File: src/rtl/modem_status_irq.sv
module modem_status_irq #(
  parameter int TASK_W = 4,
  parameter int IB_W = 8,
  parameter logic [TASK_W-1:0] T_NULL = 0,
  parameter logic [TASK_W-1:0] T_RESET = 1,
  parameter logic [TASK_W-1:0] T_TSO = 2
) (
  input  logic              clk,
  input  logic              rst_n,
  input  logic              tx_mode,
  input  logic              psave,
  input  logic              cmd_wr,
  input  logic [TASK_W-1:0] cmd_task,
  input  logic              stat_rd,
  input  logic              tx_ready,
  input  logic              rx_done,
  input  logic [IB_W-1:0]   ib_level,
  input  logic              late_task,
  input  logic              chk_valid,
  input  logic              chk_err,
  output logic [7:0]        status,
  output logic              tx_idle
);

  logic mode_tx_q, psave_q;
  logic bfree_q, ibempty_q, ovf_q, crc_q, irq_q;

  wire mode_chg  = (tx_mode != mode_tx_q) || (psave != psave_q);
  wire reset_tsk = cmd_wr && (cmd_task == T_RESET);
  wire silent    = mode_chg || reset_tsk;
  wire task_clr  = cmd_wr && (cmd_task != T_NULL) && (cmd_task != T_RESET) && (cmd_task != T_TSO);
  wire ib_low    = ib_level < IB_W'(2);

  wire bfree_set = !silent && !task_clr && (mode_tx_q ? tx_ready : rx_done);
  wire ibe_set   = !silent && !task_clr && mode_tx_q && ib_low && !ibempty_q;
  wire ovf_set   = !silent && !mode_tx_q && late_task;
  wire crc_load  = !silent && !mode_tx_q && chk_valid;
  wire irq_set   = bfree_set || ibe_set || ovf_set;

  always_ff @(posedge clk or negedge rst_n) begin
    if (!rst_n) begin
      mode_tx_q <= 1'b0;
      psave_q   <= 1'b0;
      bfree_q   <= 1'b1;
      ibempty_q <= 1'b1;
      ovf_q     <= 1'b0;
      crc_q     <= 1'b0;
      irq_q     <= 1'b0;
    end else begin
      mode_tx_q <= tx_mode;
      psave_q   <= psave;

      if (silent)         bfree_q <= 1'b1;
      else if (task_clr)  bfree_q <= 1'b0;
      else if (bfree_set) bfree_q <= 1'b1;

      if (silent)         ibempty_q <= 1'b1;
      else if (task_clr)  ibempty_q <= 1'b0;
      else if (ibe_set)   ibempty_q <= 1'b1;

      if (silent)         ovf_q <= 1'b0;
      else if (ovf_set)   ovf_q <= 1'b1;
      else if (stat_rd)   ovf_q <= 1'b0;

      if (silent)         crc_q <= 1'b0;
      else if (crc_load)  crc_q <= chk_err;

      if (irq_set)        irq_q <= 1'b1;
      else if (stat_rd)   irq_q <= 1'b0;
    end
  end

  assign status  = {irq_q, bfree_q, ibempty_q & mode_tx_q, ovf_q & ~mode_tx_q,
                    crc_q & ~mode_tx_q, 3'b000};
  assign tx_idle = mode_tx_q & ibempty_q;

  AST_TASK_CLEARS: assert property (@(posedge clk) disable iff (!rst_n)
    (cmd_wr && cmd_task > T_TSO && !mode_chg) |=> (!bfree_q && !ibempty_q));
  AST_SILENT_IDLE: assert property (@(posedge clk) disable iff (!rst_n)
    (mode_chg || reset_tsk) |=> (bfree_q && ibempty_q && !ovf_q && !crc_q));
  AST_SILENT_NO_IRQ: assert property (@(posedge clk) disable iff (!rst_n)
    ((mode_chg || reset_tsk) && !irq_q) |=> !irq_q);
  AST_IRQ_STICKY: assert property (@(posedge clk) disable iff (!rst_n)
    (irq_q && !stat_rd) |=> irq_q);
  AST_TX_BFREE_IRQ: assert property (@(posedge clk) disable iff (!rst_n)
    (mode_tx_q && tx_mode == mode_tx_q && psave == psave_q && tx_ready && !cmd_wr)
      |=> (bfree_q && irq_q));
  AST_RX_BFREE_IRQ: assert property (@(posedge clk) disable iff (!rst_n)
    (!mode_tx_q && tx_mode == mode_tx_q && psave == psave_q && rx_done && !cmd_wr)
      |=> (bfree_q && irq_q));
  AST_OVF_RX_ONLY: assert property (@(posedge clk) disable iff (!rst_n)
    ovf_q |-> !mode_tx_q);
  AST_CRC_RX_ONLY: assert property (@(posedge clk) disable iff (!rst_n)
    crc_q |-> !mode_tx_q);

endmodule

File: config.mk
export PLATFORM = sky130hd
export DESIGN_NAME = modem_status_irq
export DESIGN_NICKNAME = d
export VERILOG_FILES = /design/src/rtl/modem_status_irq.sv
export SDC_FILE = /design/constraint.sdc
export NUM_CORES = 1
export LEC_CHECK = 0
export ABC_AREA = 1
export BUFFER_PORTS_ARGS = -buffer_cell sky130_fd_sc_hd__buf_2
export CAP_MARGIN = 10
export CORE_MARGIN = 3
export CORE_UTILIZATION = 31
export DETAILED_ROUTE_END_ITERATION = 7
export GPL_ROUTABILITY_DRIVEN = 1
export SLEW_MARGIN = 20
export SYNTH_ARGS = -nofsm -noshare
export SYNTH_HDL_FRONTEND = slang
export SYNTH_SLANG_ARGS = --single-unit
File: constraint.sdc
create_clock -name clk -period 1.3 [get_ports clk]
set_input_delay 0.195 -clock clk [delete_from_list [all_inputs] [get_ports clk]]
set_output_delay 0.195 -clock clk [all_outputs]
set_load 0.005 [all_outputs]
==> metrics.md, run 1 <==
| Metric | Value |
|---|---|
| Pin count of the biggest net entering global routing | 10 |
| DIE AREA | 2130 sq um |
| DIE HEIGHT | 46.1 microns |
| Port Buf Inserts | 27 |
| Routed WL | 1040 microns |
| Fin nets | 120 |
| Setup-failing EPs final | 0 |
| CP startpoint kind | register |
| Clock slew at reported path FFs | 0.05 ns |
| Post-DP HPWL | 892 microns |
| Starting DRT DRC Count | 7 |
| Residual DRC count | 0 |
| Buf/Inv on CP | 2 |
| Hold WS | 0.0798 ns |
| Total GRT Usage | 0.110 |
| Avg Inst Size Synth | 7.24 sq um |
| Data arrival, critical path | 1.01 ns |
| # rows | 13 |
| Post-synthesis cell type count | 24 |
| # H-tree levels | 1 |
| Max Clock Freq | 832 MHz |
| Register area share after synthesis | 0.356 |
| Tcrit/Tclk final | 0.925 |
| Grt ovf | 0 |
| Area Overhead vs Synth | 28.6% |
| ANT cells | 0 |
| Most common cell after layout, fill and taps aside | buf_2 |
| CP max stage cell | dfstp_2 |
| Status | completed |
| Final min period | 1.20 ns |
| Final Hold Vio Count | 0 |
| Req. time, crit path | 1.11 ns |
| Cell area after synthesis | 499 sq um |
| Pre-Repair DR Iteration Count | 4 |
| Clock Path Buffers | 2 |
| First-pass GRT wire length | 1640 microns |
| Top post-synthesis cells by area | dfrtp_1 25%, dfstp_2 11%, inv_1 11% |
| CP peak stage delay | 0.53 ns |
| CORE AREA | 1400 sq um |
| Antenna violations before repair | 0 |
| Root buffer cell | clkbuf_4 |
| Final Instance Area | 642 sq um |
| DR vias/cell | 4.23 |
| VDD IR max | 0.332 mV |
| Power Density | 872 nW/um^2 |
| Detail Route Antenna Nets | 0 |
| Vias in the first global route | 425 |
| Clock net sink count | 7 |
| Met3 Usage GRT | 0.0586 |
| Synthesized instance count | 69 |
| Overall power | 0.560 mW |
| R2r setup slk | 0.14 ns |
| Top Family by Delay on Critical Path | flip-flops |
| Yosys top cell area share | 0.251 |
| Cell taking the most area after synthesis | dfrtp_1 |
| RSZ-0062 raised after global routing | false |
| Max-cap violations | 0 |
| Share of cells above drive strength 1 | 0.417 |
| Initial core utilization | 0.357 |
| Routed len/inst | 9.36 microns |
| Gr busiest metal | met2 |
| Final GP Congestion | 0.661 |
| Crit Path Class | register to output pin |
| Die X | 46.1 microns |
| Area after DPL | 604 sq um |
| I/O Pins | 32 |
| Clk_skew | 0.00436 ns |
| Worst path cell trace | nand2_1, inv_1, buf_2 |
| Later-pin clock latency in the skew report | 0.25 ns |
| Static leakage | 0.399 nW |
| Commonest cells after routing, fill and taps aside | 27 x buf_2, 14 x inv_1, 14 x nand2_1 |
| Met2 Usage GRT | 0.176 |
| #FFs+latches synth | 7 |
| Peak fanout along the critical path | 3 |
| Vias post-DR | 470 |
| M1 GR Usage | 0.125 |
| Final Slew Violations | 0 |
| Worst setup EP type | output pin |
| Setup TNS | 0 ns |
| Num CTS Buffers | 3 |
| Worst min-delay path category | input port to register |
| Post-CTS Setup Inserts | 0 |
| CTS tree | done |
| YS warnings | 0 |
## logic make-up (layout without fill, tap and decap cells)
logic type | Yosys count | after routing | synth area share
simple gates | 32 | 32 | 0.313
compound gates | 6 | 6 | 0.0777
buf+inv | 22 | 47 | 0.226
other cells | 1 | 3 | 0.00751
mux | 1 | 1 | 0.0201
flops | 7 | 7 | 0.356
## cells in the mapped netlist
library cell,count
a21boi_0,1
a21o_1,1
a21oi_1,1
and2_0,1
buf_4,6
buf_6,1
conb_1,1
dfrtp_1,5
dfstp_2,2
inv_1,14
inv_2,1
mux2i_1,1
nand2_1,14
nand2_2,3
nand3_1,1
nand3_2,1
nand3b_1,1
nand4_1,2
nor2_1,7
nor2_2,1
nor2_4,1
o2111ai_1,1
o21ai_0,1
o21ai_1,1
## per-layer routing
metal	up-vias	share of wire
li1	254	-
met5	-	0
met2	20	0.52
met3	2	0.087
met4	0	0.0096
met1	194	0.38
## per-stage QoR
step                setup WS, ns  cells   util
detailed placement        0.0466    106  0.432
global route              0.0270    111  0.459
CTS                       0.0820    111  0.459
floorplan                  0.250     71      -
finish                    0.0977    111  0.459
global placement          0.0773    106  0.432
## path summary, 6_finish.rpt
kind                            from   endpoint  cells after the start
max                        ibempty_q  status[5]                      3
min                            psave    psave_q                      1
max reg2reg                mode_tx_q      crc_q                      8
min reg2reg                    irq_q      irq_q                      2
max in group asynchronous      rst_n  ibempty_q                      2
min in group asynchronous      rst_n      irq_q                      2
## power breakdown
group          internal [mW]  total, mW  switching [mW]
clock                  0.117      0.195          0.0778
sequential             0.236      0.248          0.0113
combinational         0.0579      0.117          0.0592
## layout make-up
class,instances,area [sq um]
multi-input combinational,42,216
tap,15,18.8
timing repair buffer,28,145
inverter,15,56.3
sequential,7,179
clock buffer,4,26.3
fill,161,757
## flip-flops by register name, summed over array words and instances (netlist names)
signal and flops:
irq_q 1, ibempty_q 1, bfree_q 1, psave_q 1, ovf_q 1, crc_q 1
mode_tx_q 1
## timing repair
action | CTS | global route
endpoints found under the hold margin | 7 | 0
endpoints found under the setup margin | 1 | 0
resized for setup | 1 | 0
hold buffers | 1 | 0
Note: power is estimated with default switching activity, not from simulation.
==> run 2: changes to the inputs <==
--- a/config.mk
+++ b/config.mk
@@ -5,7 +5,6 @@
 export SDC_FILE = /design/constraint.sdc
 export NUM_CORES = 1
 export LEC_CHECK = 0
-export ABC_AREA = 1
 export BUFFER_PORTS_ARGS = -buffer_cell sky130_fd_sc_hd__buf_2
 export CAP_MARGIN = 10
 export CORE_MARGIN = 3
==> run 2 against run 1 <==
Net effect: utilization rose by 3.2 points; final area up 3.3%; critical path type is now register to register; the run now ends with setup timing left; largest cell class unchanged; count of clock-buffer cells in the layout unchanged; largest power group unchanged; critical endpoint is now irq_q.
==> metrics.md, run 2 <==
| Metric | Value |
|---|---|
| Largest family of logic cells by synthesized area | simple AND/OR/NAND/NOR gates |
| Synthesized instance count | 44 |
| Async SR Flop Fraction | 1.00 |
| Vias post-DR | 415 |
| Number of fill cells | 142 |
| RSZ-0062 raised after global routing | true |
| Most frequent cells after synthesis | 6 x buf_4, 5 x dfrtp_1, 3 x a21oi_1, 3 x and2b_2 |
| # H-tree levels | 1 |
| DIE HEIGHT | 44.6 microns |
| Area Overhead vs Synth | 43.6% |
| Register area share after synthesis | 0.385 |
| M1 GR Usage | 0.120 |
| Worst setup EP type | register |
| Detail Route Antenna Nets | 0 |
| Failing checks | setup timing |
| Clock Path Buffers | 2 |
| Pin count of the biggest net entering global routing | 8 |
| Simple logic cell fraction of the synthesized area | 0.255 |
| Post-Synth XOR/XNOR Area | 0.0379 |
| Max Clock Freq | 739 MHz |
| DR vias/cell | 4.61 |
| Hold WS | 0.0750 ns |
| Port Buf Inserts | 27 |
| Static leakage | 0.345 nW |
| Mux cell area share after synthesis | 0.0217 |
| Data arrival, critical path | 1.48 ns |
| Routed len/inst | 11.8 microns |
| Cell area after synthesis | 462 sq um |
| Post-synthesis cell type count | 27 |
| Final non-filler cell total | 90 |
| CP startpoint kind | register |
| Top FF cell, synth | dfrtp_1 |
| Cells after DPL | 83 |
| Worst min-delay path category | input port to register |
| Met3 Usage GRT | 0.0244 |
| Final GP Congestion | 0.778 |
| Initial core utilization | 0.342 |
| Gr busiest metal | met2 |
| Met2 Usage GRT | 0.195 |
| Yosys top cell area share | 0.271 |
| #FFs+latches synth | 7 |
| Clk_skew | 0.00199 ns |
| Root buffer cell | clkbuf_4 |
| Num CTS Buffers | 3 |
| Starting DRT DRC Count | 6 |
| Vias in the first global route | 400 |
| Post-DP HPWL | 754 microns |
| Avg Inst Size Synth | 10.5 sq um |
| Clock slew at reported path FFs | 0.05 ns |
| Adder-Cell Fraction of Synth Area | 0 |
| Later-pin clock latency in the skew report | 0.25 ns |
| Final min period | 1.35 ns |
| Max-cap violations | 0 |
| Final Instance Area | 663 sq um |
| Residual DRC count | 0 |
| First-pass GRT wire length | 1550 microns |
| Req. time, crit path | 1.43 ns |
| Die X | 44.6 microns |
| Fin nets | 99 |
| Antenna violations before repair | 0 |
| Crit Path Class | register to register |
| Worst Slack Setup Final | -0.0528 ns |
| Commonest cells after routing, fill and taps aside | 27 x buf_2, 4 x dfrtp_1 |
| Area after DPL | 582 sq um |
| DIE AREA | 1990 sq um |
| Peak fanout along the critical path | 4 |
| Status | complete, but fails checks |
| Tcrit/Tclk final | 1.04 |
| Synth Area in Compound Gates | 0.154 |
| Overall power | 0.578 mW |
| Final Slew Violations | 0 |
| Cell taking the most area after synthesis | dfrtp_1 |
| # rows | 13 |
| Setup-failing EPs final | 1 |
| Most common cell after layout, fill and taps aside | buf_2 |
| Final Hold Vio Count | 0 |
| CTS tree | done |
| Cells on worst reg2reg path | 4 |
| VDD IR max | 0.311 mV |
| Top post-synthesis cells by area | dfrtp_1 27%, dfstp_2 11%, buf_4 9.8% |
| ANT cells | 0 |
| Worst Hold Path Cells | 1 |
| Routed WL | 1070 microns |
| Total GRT Usage | 0.114 |
| Clock net sink count | 7 |
| Grt ovf | 0 |
| CORE AREA | 1350 sq um |
| Post-synth EDFFs | 0 |
| Top-count cell post-synth | buf_4 |
| I/O Pins | 32 |
| Pre-Repair DR Iteration Count | 4 |
| Share of cells above drive strength 1 | 0.627 |
| YS warnings | 0 |
| Setup TNS | -0.0528 ns |
| Power Density | 871 nW/um^2 |
run 2: cell count changes after synthesis, moves of 2 or more:
cell | previous run | this run
xor2_1 | 0 | 2
nor2_1 | 7 | 1
nand4_1 | 2 | 0
a21oi_1 | 1 | 3
nand2_1 | 14 | 0
o21bai_1 | 0 | 2
and2b_2 | 0 | 3
nand2_2 | 3 | 0
inv_1 | 14 | 2
run 2: logic make-up (layout without fill, tap and decap cells):
group / Yosys count / after routing
flops: 7 / 7
simple gates: 15 / 15
other cells: 1 / 3
mux: 1 / 1
xor+xnor: 2 / 2
compound gates: 9 / 9
buf+inv: 9 / 38
run 2: power by group:
group / leakage [nW] / switching (mW) / total, mW / internal [mW]
logic: 0.246 / 0.0567 / 0.135 / 0.0784
registers: 0.0840 / 0.00897 / 0.245 / 0.236
clock network: 0.0150 / 0.0804 / 0.198 / 0.117
run 2: worst paths after layout:
path                            slack (ns)         to      start
worst min register to register        0.53      crc_q      crc_q
min in group asynchronous             0.31      irq_q      rst_n
max in group asynchronous             0.76    bfree_q      rst_n
worst min-delay path                  0.07  mode_tx_q    tx_mode
worst max-delay path                 -0.05      irq_q  mode_tx_q
worst max register to register       -0.05      irq_q  mode_tx_q
run 2: metal layers:
metal,up-vias,share of wire
li1,205,-
met1,181,0.38
met2,27,0.48
met3,2,0.13
met4,0,0.014
met5,-,0
run 2: worst max-delay path, stage by stage, from the launching register on:
cell and delay, ns:
dfrtp_2 0.44, buf_6 0.13, or3_4 0.36, a32oi_2 0.21, o32ai_2 0.10
run 2: area by class of cell:
class	instances	area, sq um	area share
flip-flops and latches	7	179	0.270
well taps	15	18.8	0.0283
repair buffers	32	183	0.275
clock buffers	4	26.3	0.0396
inverters	2	7.51	0.0113
multi-input cells	30	249	0.375
run 2: timing repair:
| action | in CTS | in global routing |
|---|---|---|
| gates resized for setup | 4 | 4 |
| hold buffers | 1 | 0 |
| pin swaps | 1 | 2 |
| hold endpoints to repair | 7 | 0 |
| setup buffers | 1 | 1 |
| setup endpoints to repair | 4 | 2 |
run 2: per-stage QoR:
step	worst slack (ns)	utilization
floorplan	0.0293	-
global placement	-0.0394	0.431
detailed placement	-0.0566	0.431
CTS	-0.0194	0.472
global route	-0.0889	0.491
finish	-0.0528	0.491
==> run 3: changes to the inputs <==
--- a/config.mk
+++ b/config.mk
@@ -5,7 +5,7 @@
 export SDC_FILE = /design/constraint.sdc
 export NUM_CORES = 1
 export LEC_CHECK = 0
-export BUFFER_PORTS_ARGS = -buffer_cell sky130_fd_sc_hd__buf_2
+export BUFFER_PORTS_ARGS = -buffer_cell sky130_fd_sc_hd__buf_4
 export CAP_MARGIN = 10
 export CORE_MARGIN = 3
 export CORE_UTILIZATION = 31
==> run 3 against run 2 <==
Net effect: the flow still finishes with violations (setup timing); fmax rose by 2.0%; first-iteration DRC count down 50%; final cell count is 1.1% lower; worst setup slack better by 0.026 ns; hold slack got worse by 0.011 ns; clock power hardly changed; sequential cell count stayed put; count of clock-buffer cells in the layout stayed put; final area up 9.1%; register-to-register slack better by 0.09 ns; via count fell by 0.48%; largest power group unchanged.
==> metrics.md, run 3 (synthesized netlist as in run 2, its figures left out) <==
| Metric | Value |
|---|---|
| Clock net sink count | 7 |
| Residual DRC count | 0 |
| Clk_skew | 0.000585 ns |
| Crit Path Class | register to output pin |
| # H-tree levels | 1 |
| Vias post-DR | 413 |
| Area Overhead vs Synth | 56.6% |
| Num CTS Buffers | 3 |
| Cells after DPL | 84 |
| Sequential cell area | 179 sq um |
| Setup-failing EPs final | 2 |
| Most common cell after layout, fill and taps aside | buf_4 |
| Post-DP HPWL | 841 microns |
| Max-cap violations | 0 |
| Clock Path Buffers | 2 |
| Seq pwr share | 0.412 |
| ANT cells | 0 |
| Tcrit/Tclk final | 1.02 |
| Initial core utilization | 0.342 |
| Number of fill cells | 128 |
| Antenna violations before repair | 0 |
| Data arrival, critical path | 1.13 ns |
| First-pass GRT wire length | 1550 microns |
| Detail Route Antenna Nets | 0 |
| Final Hold Vio Count | 0 |
| Final GP Congestion | 0.721 |
| Switching portion of total power | 0.240 |
| Routed len/inst | 11.0 microns |
| Power Density | 826 nW/um^2 |
| Final min period | 1.33 ns |
| RSZ-0062 raised after global routing | true |
| VDD IR max | 0.442 mV |
| Worst setup EP type | output pin |
| # rows | 13 |
| CP max stage cell | dfrtp_2 |
| Final Util | 0.536 |
| Die X | 44.6 microns |
| NetSw | 0.143 mW |
| DIE AREA | 1990 sq um |
| Share of cells above drive strength 1 | 0.622 |
| Port Buf Inserts | 27 |
| Root buffer cell | clkbuf_4 |
| Final Slew Violations | 0 |
| Static leakage | 0.357 nW |
| Worst Slack Setup Final | -0.0265 ns |
| Grt ovf | 0 |
| CP peak stage delay | 0.46 ns |
| I/O Pins | 32 |
| Buf/Inv on CP | 2 |
| Status | complete, but fails checks |
| Multi-input gate area | 238 sq um |
| Combinational share of power | 0.257 |
| Peak fanout along the critical path | 8 |
| Clock slew at reported path FFs | 0.05 ns |
| Pre-Repair DR Iteration Count | 4 |
| Req. time, crit path | 1.11 ns |
| Max Clock Freq | 754 MHz |
| CTS tree | done |
| Area after DPL | 657 sq um |
| Worst path cell trace | buf_6, and2b_2, buf_6 |
| Commonest cells after routing, fill and taps aside | 25 x buf_4, 5 x buf_6, 4 x dfrtp_1 |
| Final non-filler cell total | 89 |
| Starting DRT DRC Count | 3 |
| Top Family by Delay on Critical Path | flip-flops |
| Worst min-delay path category | input port to register |
| Clock power frac | 0.331 |
| Pin count of the biggest net entering global routing | 9 |
| Hold WS | 0.0636 ns |
| Failing checks | setup timing |
| Pre-CTS setup slack | -0.0465 ns |
| Fin nets | 98 |
| DIE HEIGHT | 44.6 microns |
| DR vias/cell | 4.64 |
| Cell Int Power | 0.454 mW |
| Later-pin clock latency in the skew report | 0.25 ns |
| Routed WL | 980 microns |
| Vias in the first global route | 395 |
| Top cell by count, worst path | buf_6 |
| Post-CTS Setup Inserts | 0 |
| Total GRT Usage | 0.109 |
| CP startpoint kind | register |
| Final Instance Area | 723 sq um |
| CORE AREA | 1350 sq um |
==> run 3: cell count changes in the layout (fill, tap and decap cells not counted), sizes merged <==
cell / previous run / this run
buf: 31 / 30
==> run 3: final cells by class <==
type / instances / area share
Clock buffer: 4 / 0.0363
Inverter: 2 / 0.0104
Multi-Input combinational cell: 30 / 0.329
Sequential cell: 7 / 0.247
Tap cell: 15 / 0.0260
Timing Repair Buffer: 31 / 0.351
==> run 3: routing by layer <==
metal | vias up | part of all wire | GRT usage
li1 | 203 | - | -
met1 | 176 | 0.41 | 0.117
met2 | 29 | 0.41 | 0.175
met3 | 5 | 0.14 | 0.0325
met4 | 0 | 0.036 | 0.0904
met5 | - | 0 | 0
==> run 3: final timing paths <==
kind,end,startpoint,cells past startpoint,slack [ns]
worst max-delay path,status[4],mode_tx_q,3,-0.03
worst min-delay path,psave_q,psave,1,0.06
worst max register to register,irq_q,mode_tx_q,4,0.04
worst min register to register,crc_q,crc_q,2,0.52
max in group asynchronous,ibempty_q,rst_n,2,0.81
min in group asynchronous,psave_q,rst_n,2,0.29
==> run 3: what timing repair did <==
| item | in CTS | in global routing |
|---|---|---|
| hold endpoints to repair | 7 | 0 |
| setup endpoints to repair | 4 | 4 |
| pin swaps | 2 | 0 |
| hold buffers | 1 | 0 |
| cloned | 0 | 0 |
| resized for setup | 5 | 3 |
==> run 3: through the flow <==
step	total power, mW	setup TNS (ns)
4_1_cts	0.601	-0.0864
2_1_floorplan	0.321	0
3_3_place_gp	0.392	-0.0304
5_1_grt	0.632	-0.169
6_report	0.597	-0.0481
3_5_place_dp	0.394	-0.0465
==> run 3: power by group through the flow <==
stage	Combinational, mW	Clock (mW)	Sequential [mW]
after floorplan	0.0768	0	0.244
final	0.154	0.198	0.246
after detailed placement	0.145	0	0.249
after CTS	0.151	0.205	0.246
after global placement	0.143	0	0.249
after global routing	0.168	0.217	0.248
